## src/rtl/nbs_pkg.sv

```systemverilog
package nbs_pkg;

    localparam int CMD_W = 8;

    typedef enum logic [1:0] {
        OP_CMD   = 2'd0,
        OP_ADDR  = 2'd1,
        OP_WRITE = 2'd2,
        OP_READ  = 2'd3
    } op_kind_t;

    typedef enum logic [2:0] {
        ST_IDLE  = 3'd0,
        ST_SETUP = 3'd1,
        ST_LO    = 3'd2,
        ST_HI    = 3'd3,
        ST_DONE  = 3'd4
    } seq_state_t;

    typedef struct packed {
        logic ce_n;
        logic cle;
        logic ale;
        logic we_n;
        logic re_n;
        logic oe;
    } pin_set_t;

    // The request kinds that feed words from wr_data onto the bus.
    function automatic logic uses_wdata(op_kind_t k);
        return (k == OP_ADDR) || (k == OP_WRITE);
    endfunction

    // Kinds refused while the flash is protected.
    function automatic logic needs_unlock(op_kind_t k, logic modify);
        return (k == OP_WRITE) || ((k == OP_CMD) && modify);
    endfunction

    // Pin levels for each sequencer state and request kind.
    function automatic pin_set_t pins_for(seq_state_t st, op_kind_t k);
        pin_set_t p;
        logic busy;
        busy   = (st == ST_SETUP) || (st == ST_LO) || (st == ST_HI);
        p.ce_n = !busy;
        p.cle  = busy && (k == OP_CMD);
        p.ale  = busy && (k == OP_ADDR);
        p.we_n = !((st == ST_LO) && (k != OP_READ));
        p.re_n = !((st == ST_LO) && (k == OP_READ));
        p.oe   = busy && (k != OP_READ);
        return p;
    endfunction

endpackage

```

## src/rtl/nbs_phase_timer.sv

```systemverilog
module nbs_phase_timer #(
    parameter int CNT_W = 8
) (
    input  logic             clk,
    input  logic             rst,
    input  logic             load,
    input  logic [CNT_W-1:0] ticks,
    output logic             expired
);
    logic [CNT_W-1:0] cnt_q;

    // A requested length of zero is served as one clock.
    always_ff @(posedge clk) begin
        if (rst) begin
            cnt_q <= '0;
        end else if (load) begin
            cnt_q <= (ticks == '0) ? '0 : ticks - 1'b1;
        end else if (cnt_q != '0) begin
            cnt_q <= cnt_q - 1'b1;
        end
    end

    assign expired = (cnt_q == '0);
endmodule

```

## src/rtl/nbs_seq_fsm.sv

```systemverilog
module nbs_seq_fsm
    import nbs_pkg::*;
#(
    parameter int LEN_W = 12
) (
    input  logic             clk,
    input  logic             rst,
    input  logic             req_valid,
    input  op_kind_t         req_kind,
    input  logic [LEN_W-1:0] req_len,
    input  logic             req_modify,
    input  logic             wp_n_q,
    input  logic             tmr_expired,
    output seq_state_t       state,
    output op_kind_t         kind_q,
    output logic             tmr_load,
    output logic             tmr_sel_hi,
    output logic             take,
    output logic             capture,
    output logic             start_cmd,
    output logic             ready,
    output logic             done,
    output logic             err
);
    seq_state_t       state_d;
    logic [LEN_W-1:0] left_q;
    logic [LEN_W-1:0] left_d;
    logic             err_q;
    logic             err_d;
    op_kind_t         kind_d;
    logic             accept;
    logic             blocked;

    assign accept  = (state == ST_IDLE) && req_valid;
    assign blocked = !wp_n_q && needs_unlock(req_kind, req_modify);

    always_comb begin
        state_d    = state;
        left_d     = left_q;
        err_d      = err_q;
        kind_d     = kind_q;
        tmr_load   = 1'b0;
        tmr_sel_hi = 1'b0;
        take       = 1'b0;
        capture    = 1'b0;
        start_cmd  = 1'b0;
        unique case (state)
            ST_IDLE: begin
                err_d = 1'b0;
                if (accept) begin
                    kind_d = req_kind;
                    if (blocked) begin
                        err_d   = 1'b1;
                        state_d = ST_DONE;
                    end else begin
                        start_cmd = (req_kind == OP_CMD);
                        left_d    = (req_kind == OP_CMD || req_len == '0)
                                    ? LEN_W'(1) : req_len;
                        state_d   = ST_SETUP;
                    end
                end
            end
            ST_SETUP: begin
                tmr_load = 1'b1;
                take     = uses_wdata(kind_q);
                state_d  = ST_LO;
            end
            ST_LO: begin
                if (tmr_expired) begin
                    tmr_load   = 1'b1;
                    tmr_sel_hi = 1'b1;
                    capture    = (kind_q == OP_READ);
                    state_d    = ST_HI;
                end
            end
            ST_HI: begin
                if (tmr_expired) begin
                    if (left_q > LEN_W'(1)) begin
                        left_d   = left_q - 1'b1;
                        tmr_load = 1'b1;
                        take     = uses_wdata(kind_q);
                        state_d  = ST_LO;
                    end else begin
                        state_d  = ST_DONE;
                    end
                end
            end
            ST_DONE: begin
                state_d = ST_IDLE;
            end
            default: begin
                state_d = ST_IDLE;
            end
        endcase
    end

    always_ff @(posedge clk) begin
        if (rst) begin
            state  <= ST_IDLE;
            kind_q <= OP_CMD;
            left_q <= '0;
            err_q  <= 1'b0;
        end else begin
            state  <= state_d;
            kind_q <= kind_d;
            left_q <= left_d;
            err_q  <= err_d;
        end
    end

    assign ready = (state == ST_IDLE);
    assign done  = (state == ST_DONE);
    assign err   = (state == ST_DONE) && err_q;
endmodule

```

## src/rtl/nbs_io_path.sv

```systemverilog
module nbs_io_path
    import nbs_pkg::*;
#(
    parameter int DATA_W = 16
) (
    input  logic              clk,
    input  logic              rst,
    input  logic              cfg_wide,
    input  logic              start_cmd,
    input  logic [CMD_W-1:0]  cmd_byte,
    input  logic              take,
    input  op_kind_t          kind,
    input  logic [DATA_W-1:0] wr_data,
    input  logic              capture,
    input  logic [DATA_W-1:0] io_in,
    output logic [DATA_W-1:0] io_word,
    output logic [DATA_W-1:0] rd_data,
    output logic              rd_valid
);
    localparam logic [DATA_W-1:0] LOW_MASK = DATA_W'(8'hFF);

    logic [DATA_W-1:0] next_word;
    logic [DATA_W-1:0] in_word;

    // Commands and addresses always travel on the low byte only.
    always_comb begin
        if (kind == OP_WRITE && cfg_wide) begin
            next_word = wr_data;
        end else begin
            next_word = wr_data & LOW_MASK;
        end
        in_word = cfg_wide ? io_in : (io_in & LOW_MASK);
    end

    always_ff @(posedge clk) begin
        if (rst) begin
            io_word  <= '0;
            rd_data  <= '0;
            rd_valid <= 1'b0;
        end else begin
            if (start_cmd) begin
                io_word <= DATA_W'(cmd_byte);
            end else if (take) begin
                io_word <= next_word;
            end
            if (capture) begin
                rd_data <= in_word;
            end
            rd_valid <= capture;
        end
    end
endmodule

```

## src/rtl/nand_bus_sequencer.sv

```systemverilog
module nand_bus_sequencer
    import nbs_pkg::*;
#(
    parameter int DATA_W = 16,
    parameter int CNT_W  = 8,
    parameter int LEN_W  = 12
) (
    input  logic              clk,
    input  logic              rst,
    input  logic              req_valid,
    input  logic [1:0]        req_kind,
    input  logic [LEN_W-1:0]  req_len,
    input  logic [7:0]        req_byte,
    input  logic              req_modify,
    output logic              req_ready,
    output logic              req_done,
    output logic              req_err,
    input  logic [DATA_W-1:0] wr_data,
    output logic              wr_take,
    output logic [DATA_W-1:0] rd_data,
    output logic              rd_valid,
    input  logic              cfg_wide,
    input  logic [CNT_W-1:0]  cfg_we_lo,
    input  logic [CNT_W-1:0]  cfg_we_hi,
    input  logic [CNT_W-1:0]  cfg_re_lo,
    input  logic [CNT_W-1:0]  cfg_re_hi,
    input  logic              wp_allow,
    output logic              nand_ce_n,
    output logic              nand_cle,
    output logic              nand_ale,
    output logic              nand_we_n,
    output logic              nand_re_n,
    output logic              nand_wp_n,
    output logic [DATA_W-1:0] io_out,
    output logic              io_oe,
    input  logic [DATA_W-1:0] io_in
);
    seq_state_t       state;
    op_kind_t         kind_q;
    logic             tmr_load;
    logic             tmr_sel_hi;
    logic             tmr_expired;
    logic [CNT_W-1:0] tmr_ticks;
    logic             capture;
    logic             start_cmd;
    logic             wp_n_q;
    logic [DATA_W-1:0] io_word;
    pin_set_t         pins;

    // Protection level is registered so it holds from reset onward.
    always_ff @(posedge clk) begin
        if (rst) begin
            wp_n_q <= 1'b0;
        end else begin
            wp_n_q <= wp_allow;
        end
    end

    nbs_seq_fsm #(.LEN_W(LEN_W)) u_fsm (
        .clk        (clk),
        .rst        (rst),
        .req_valid  (req_valid),
        .req_kind   (op_kind_t'(req_kind)),
        .req_len    (req_len),
        .req_modify (req_modify),
        .wp_n_q     (wp_n_q),
        .tmr_expired(tmr_expired),
        .state      (state),
        .kind_q     (kind_q),
        .tmr_load   (tmr_load),
        .tmr_sel_hi (tmr_sel_hi),
        .take       (wr_take),
        .capture    (capture),
        .start_cmd  (start_cmd),
        .ready      (req_ready),
        .done       (req_done),
        .err        (req_err)
    );

    always_comb begin
        if (kind_q == OP_READ) begin
            tmr_ticks = tmr_sel_hi ? cfg_re_hi : cfg_re_lo;
        end else begin
            tmr_ticks = tmr_sel_hi ? cfg_we_hi : cfg_we_lo;
        end
    end

    nbs_phase_timer #(.CNT_W(CNT_W)) u_timer (
        .clk    (clk),
        .rst    (rst),
        .load   (tmr_load),
        .ticks  (tmr_ticks),
        .expired(tmr_expired)
    );

    nbs_io_path #(.DATA_W(DATA_W)) u_io (
        .clk      (clk),
        .rst      (rst),
        .cfg_wide (cfg_wide),
        .start_cmd(start_cmd),
        .cmd_byte (req_byte),
        .take     (wr_take),
        .kind     (kind_q),
        .wr_data  (wr_data),
        .capture  (capture),
        .io_in    (io_in),
        .io_word  (io_word),
        .rd_data  (rd_data),
        .rd_valid (rd_valid)
    );

    assign pins      = pins_for(state, kind_q);
    assign nand_ce_n = pins.ce_n;
    assign nand_cle  = pins.cle;
    assign nand_ale  = pins.ale;
    assign nand_we_n = pins.we_n;
    assign nand_re_n = pins.re_n;
    assign io_oe     = pins.oe;
    assign io_out    = pins.oe ? io_word : '0;
    assign nand_wp_n = wp_n_q;
endmodule

```

## config.mk

```make
export PLATFORM = sky130hd
export DESIGN_NAME = nand_bus_sequencer
export DESIGN_NICKNAME = d
export VERILOG_FILES = /design/src/rtl/nbs_pkg.sv /design/src/rtl/nbs_phase_timer.sv /design/src/rtl/nbs_seq_fsm.sv /design/src/rtl/nbs_io_path.sv /design/src/rtl/nand_bus_sequencer.sv
export SDC_FILE = /design/constraint.sdc
export NUM_CORES = 1
export LEC_CHECK = 0
export BUFFER_PORTS_ARGS = -buffer_cell sky130_fd_sc_hd__buf_2
export CORE_UTILIZATION = 40
export CTS_BUF_LIST = sky130_fd_sc_hd__clkbuf_4
export DETAILED_ROUTE_END_ITERATION = 8
export PLACE_DENSITY = 0.71
export SETUP_SLACK_MARGIN = 0.1
export SLEW_MARGIN = 20
export SYNTH_ARGS = -nofsm -noshare
export SYNTH_HDL_FRONTEND = slang
export SYNTH_SLANG_ARGS = --single-unit
export TNS_END_PERCENT = 10
```

## constraint.sdc

```tcl
create_clock -name clk -period 3.5 [get_ports clk]
set_input_delay 0.35 -clock clk [delete_from_list [all_inputs] [get_ports clk]]
set_output_delay 0.35 -clock clk [all_outputs]
set_load 0.01 [all_outputs]
```

# --- Yosys cells after proc, flatten, opt, wreduce, memory -nomap -nowiden ---
# Cells that the tools add are included.
totals:
  ramBits: 0
  mem_bits_ro: 0
  latch_bits: 0
  word_cells: 99
  memories: 0
  in_bits: 92
  out_inout_bits: 44
  regBits: 60
classes:
  n_lt_le_gt_ge: 1
  n_shift: 0
  n_eq_ne: 14
  n_mux: 38
  reduce_logical: 33
  add_sub_neg: 3
  multipliers: 0
  n_bitwise: 0
  div_mod_pow: 0
op_table:
  columns: ["operator", "n"]
  rows:
  - ["8-bit two-way mux", 8]
  - ["12-bit two-way mux", 5]
  - ["16-bit two-way mux", 3]
  - ["12-bit case mux with 2 select lines", 1]
  - ["8-bit zero test", 2]
  - ["8-bit by 1-bit subtractor with 8-bit output, second input constant", 2]
  - ["3-bit two-way mux", 5]
  - ["1-bit two-way mux", 13]
  - ["12-bit by 1-bit greater-than comparator with 1-bit output, second input constant", 1]
  - ["12-bit zero test", 1]
  - ["3-bit case mux with 4 select lines", 1]
  - ["12-bit by 1-bit subtractor with 12-bit output, second input constant", 1]
  - ["1-bit logical AND", 10]
  - ["2-bit != test, second input constant", 4]
  - ["8-bit nonzero test", 1]
  - ["2-bit equality test, second input constant", 3]
  - ["3-bit by 2-bit equality test with 1-bit output, second input constant", 2]
  - ["2-bit nonzero test", 3]
  - ["1-bit logical OR", 5]
  - ["5-bit AND reduction", 1]
  - ["1-bit zero test", 4]
  - ["2-bit zero test", 2]
  - ["2-bit by 1-bit != test with 1-bit output, second input constant", 2]
  - ["3-bit by 1-bit equality test with 1-bit output, second input constant", 1]
  - ["8 further kinds", 8]

# --- Logic depth before layout (Yosys ltp) ---
logic_depth:
  depth_word: 8
  ltp_mapped: 12
  mapped_depth_nobuf: 10

# --- By module ---
# A second synthesis with hierarchy kept.
unflattened:
  hier_cells: 398
  area_unflattened_um2: 3662.3
modules_own_cells:
  columns: ["module", "n_inst", "area_per_inst_um2", "cells_per_inst"]
  rows:
  - ["nbs_seq_fsm", 1, 1332.5, 167]
  - ["nbs_io_path", 1, 1266.2, 119]
  - ["nbs_phase_timer", 1, 601.8, 72]
  - ["nand_bus_sequencer", 1, 461.7, 40]

# --- Worst setup path before layout ---
# OpenSTA, ideal clock, no wires.
synth_path:
  path_kind: "flip-flop to flip-flop"
  startpoint: "register u_fsm.kind_q[0]"
  endpoint: "register u_timer.cnt_q[1]"
  n_path_buf: 3
  t_arrival_ns: 2.752
  required_ns: 3.430
  path_slack_ns: 0.678
  stages_incl_launch_ff: 12
  path_cell_list: "dfxtp_1 -> ha_1 -> clkbuf_1 -> buf_2 -> clkbuf_1 -> nand2_1 -> a2111oi_0 -> or2_2 -> inv_1 -> ha_1 -> or4_1 -> o21bai_1"
synth_between:
  elab_chain_cells: 5
synth_lines:
  columns: ["element", "line_no", "rtl"]
  rows:
  - ["start: declaration", "nbs_seq_fsm.sv:15", "output op_kind_t kind_q,"]
  - ["start signal: assignment", "nbs_seq_fsm.sv:105", "kind_q <= kind_d;"]
  - ["2-bit equality test *", "nand_bus_sequencer.sv:81", "if (kind_q == OP_READ) begin"]
  - ["8-bit two-way mux *", "nand_bus_sequencer.sv:81", null]
  - ["8-bit by 1-bit subtractor with 8-bit output / 8-bit zero test (equally long branches)", "nbs_phase_timer.sv:17", "cnt_q <= (ticks == '0) ? '0 : ticks - 1'b1;"]
  - ["8-bit two-way mux *", "nbs_phase_timer.sv:17", null]
  - ["8-bit two-way mux *", "nbs_phase_timer.sv:16", "end else if (load) begin"]
  - ["end signal: assignment", "nbs_phase_timer.sv:17", null]
  - ["end signal: assignment", "nbs_phase_timer.sv:19", "cnt_q <= cnt_q - 1'b1;"]
  - ["end: declaration", "nbs_phase_timer.sv:10", "logic [CNT_W-1:0] cnt_q;"]
# Mark *: on every way between the ends. The rest lies on a longest branch, timed or not.
# A chain may end at the register's enable or synchronous reset.

# --- Worst setup path after layout ---
layout_path:
  startpoint: "register u_timer.cnt_q[0]"
  endpoint: "output port wr_take"
layout_between:
  elab_chain_cells: 3
layout_lines:
  columns: ["element", "line_no", "rtl"]
  rows:
  - ["8-bit zero test", "nbs_phase_timer.sv:23", "assign expired = (cnt_q == '0);"]
  - ["1-bit two-way mux", "nbs_seq_fsm.sv:77", "if (tmr_expired) begin"]
  - ["1-bit case mux with 2 select lines", "nbs_seq_fsm.sv:47", "unique case (state)"]
  - ["end: declaration", "nand_bus_sequencer.sv:19", "output logic wr_take,"]
# Every way passes these cells.

==> flow_metrics.env <==
export IMPL_status="finished clean"
export IMPL_slew_headroom_pct=38.4
export IMPL_worstSetupPathType="register to output port"
export IMPL_gp_congestion=0.906
export IMPL_start_util_pct=41.0
export IMPL_synth_seq_cells=60
export IMPL_yosys_cell_types_count=69
export IMPL_layout_common_cells="buf_2, nand2_1, dfxtp_1, a21oi_1, nor2_1"
export IMPL_crit_buf_inv=3
export IMPL_rr_worst_depth=9
export IMPL_crit_path_top_delay_cell="or3b_1"
export IMPL_r2r_start="u_timer.cnt_q[0]"
export IMPL_cts_sinks=60
export IMPL_crit_start="u_timer.cnt_q[0]"
export IMPL_yosys_area_share_simple_pct=33.1
export IMPL_synth_area_leaders="dfxtp_1, nand2_1, a21oi_1"
export IMPL_ctsHoldBuffers=0
export IMPL_post_route_util_pct=50.1
export IMPL_drive_gt1_share_pct=29.7
export IMPL_synth_xor_area_share_pct=1.63
export IMPL_timing_critical_path_depth=8
export IMPL_grt_overflow_total=0
export IMPL_dr_pass1_iters=5
export IMPL_postCtsSetupBuffers=0
export IMPL_fin_crit_sh_pct=88.4
export IMPL_drt_iter0_drc=229
export IMPL_worstReg2RegEnd="u_timer.cnt_q[1]"
export IMPL_path_cells="inv_1, ha_1, or3b_1, nor2_8, nand2b_1, a211o_2, clkinv_4, buf_2"
export IMPL_worst_endpoint_required_ns=3.15
export IMPL_ir_drop_v=0.000280
export IMPL_fin_area_um2=4600
export IMPL_synth_cell_area_um2=3770
export IMPL_rsz0062_at_grt="false"
export IMPL_cts_made_buffers=9
export IMPL_area_growth_pct=22.0
export IMPL_synth_edf_count=0
export IMPL_routedWlPerCell_um=14.6
export IMPL_die_w_um=99.1
export IMPL_grt_usage_pct=22.0
export IMPL_hp_start="io_in[4]"
export IMPL_cts_htree_levels=3
export IMPL_crit_path_max_fanout=17
export IMPL_yosys_area_top_type="dfxtp_1"
export IMPL_cp_start_kind="register"
export IMPL_final_common_cell="buf_2"
export IMPL_clockBufferDepth=2
export IMPL_placed_area_um2=4470
export IMPL_reg2reg_slack_ns=0.52
export IMPL_end_kind="output port"
export IMPL_leakage_nw=2.01
export IMPL_synthFlopType="dfxtp_1"
export IMPL_cts_root_buf="clkbuf_4"
export IMPL_fin_skew_ns=0.0167
export IMPL_viasPerCell=5.60
export IMPL_drv_cap=0
export IMPL_synth_seq_area_share_pct=31.8
export IMPL_grt_start_max_net_pins=50
export IMPL_muxShareOfSynthArea_pct=2.06
export IMPL_power_density_nw_per_um2=559
export IMPL_core_um2=9200
export IMPL_slowest_delay_ns=0.56
export IMPL_synth_fp_nets=591
export IMPL_synth_compound_area_share_pct=22.0
export IMPL_die_area_um2=9820
export IMPL_syn_inst=490
export IMPL_worstHoldEndpoint="u_io.rd_data[4]"
export IMPL_n_fill_cell=928
export IMPL_async_flop_share_pct=0
export IMPL_seq_area_um2=1200
export IMPL_totalWireLength_um=10600
export IMPL_cp_top_family="simple AND/OR/NAND/NOR gates"
export IMPL_ios=136
export IMPL_vias=4073
export IMPL_die_height_um=99.1
export IMPL_cts_tree="yes"
export IMPL_holdPathStages=3
export IMPL_yosysWarnings=0
export IMPL_setup_tns_final_ns=0
export IMPL_synth_fa_ha_area_share_pct=2.99
export IMPL_clk_latency_ns=0.40
export IMPL_drc_errors=0
export IMPL_port_buffers=135
export IMPL_fmaxAchievable_mhz=323
export IMPL_grt_pass1_wl_um=17600
export IMPL_insertedDiodeCount=0
export IMPL_finalHoldViolations=0
export IMPL_synth_top_family_by_area="simple AND/OR/NAND/NOR gates"
export IMPL_final_setup_viol_count=0
export IMPL_ctsResizeCount=0
export IMPL_dp_hpwl_um=7970
export IMPL_cp_data_arrival_time_ns=2.75
export IMPL_ant_nets=0
export IMPL_worst_pin_slew_ns=0.924
export IMPL_antenna_found_initial=0
export IMPL_syn_area_per_cell_um2=7.70
export IMPL_grt_pass1_vias=3763
export IMPL_multi_input_area_um2=2330
export IMPL_clk_pin_slew_ns=0.11
export IMPL_row_count=35
export IMPL_min_period_ns=3.10
export IMPL_hold_path_class="input port to register"
export IMPL_synthDominantCellAreaShare_pct=31.8
export IMPL_nets=712
export IMPL_slew_viol_final=0
## area by class of cell
cell class | instances | area share, %
Multi-Input combinational cell | 379 | 50.6
Sequential cell | 60 | 26.1
Timing Repair Buffer | 142 | 15.8
Tap cell | 111 | 3.02
Inverter | 19 | 1.66
Clock buffer | 10 | 1.63
Clock inverter | 6 | 1.20
## worst max path at each step
stage / to / slack [ns]
after floorplan: u_timer.cnt_q[1] / 0.68
after detailed placement: u_timer.cnt_q[1] / 0.58
after global placement: u_timer.cnt_q[1] / 0.66
final: wr_take / 0.40
after CTS: wr_take / 0.14
after global routing: wr_take / 0.25
## per-layer routing
layer	share of wire, %	global-route usage (%)
met1	46	29.2
met2	47	36.1
met3	6.0	4.50
met5	0	0
met4	1.7	6.56
## metrics by stage
stage	hold slack (ns)	worst slack, ns	total power [W]	std cells
finish	0.169	0.404	0.00257	727
global route	0.145	0.254	0.00277	727
CTS	0.142	0.141	0.00258	727
detailed placement	0.440	0.577	0.00209	711
global placement	0.436	0.656	0.00207	711
floorplan	0.427	0.678	0.00179	490
## power breakdown
part           switching, W  total (W)  internal [W]
Clock              0.000252   0.000471      0.000219
Sequential         0.000110   0.000884      0.000774
Combinational      0.000754    0.00122      0.000463
Total               0.00112    0.00257       0.00146
## synthesized netlist by cell type, types with 9 or more instances
master	number
nand2_1	85
dfxtp_1	60
a21oi_1	46
nor2_1	35
clkbuf_1	20
nand3_1	20
inv_1	18
and3_1	17
nor3_1	16
nand2b_1	15
o21ai_0	14
a311oi_1	11
ha_1	9
nand4_1	9
## worst min-delay path: stages
cell and delay [ns]:
buf_2 0.09, nand2_1 0.04, a21oi_1 0.05
## flip-flops by register name, indices dropped and copies added, names as in the netlist
| register | flops |
|---|---|
| u_io.io_word | 16 |
| u_io.rd_data | 16 |
| u_fsm.left_q | 12 |
| u_timer.cnt_q | 8 |
| u_fsm.state | 3 |
| u_fsm.kind_q | 2 |
| nand_wp_n | 1 |
| u_fsm.err_q | 1 |
| u_io.rd_valid | 1 |
## kinds of logic (layout without fill, tap and decap cells)
family / after synthesis / after routing
and+or+nand+nor: 241 / 241
DFF: 60 / 60
xor gates and xnor gates: 7 / 7
AOI/OAI and AO/OA: 118 / 118
buffers and inverters: 51 / 177
muxes: 4 / 4
adders and majority gates: 9 / 9
No activity file was read; power rests on OpenSTA's default activity.
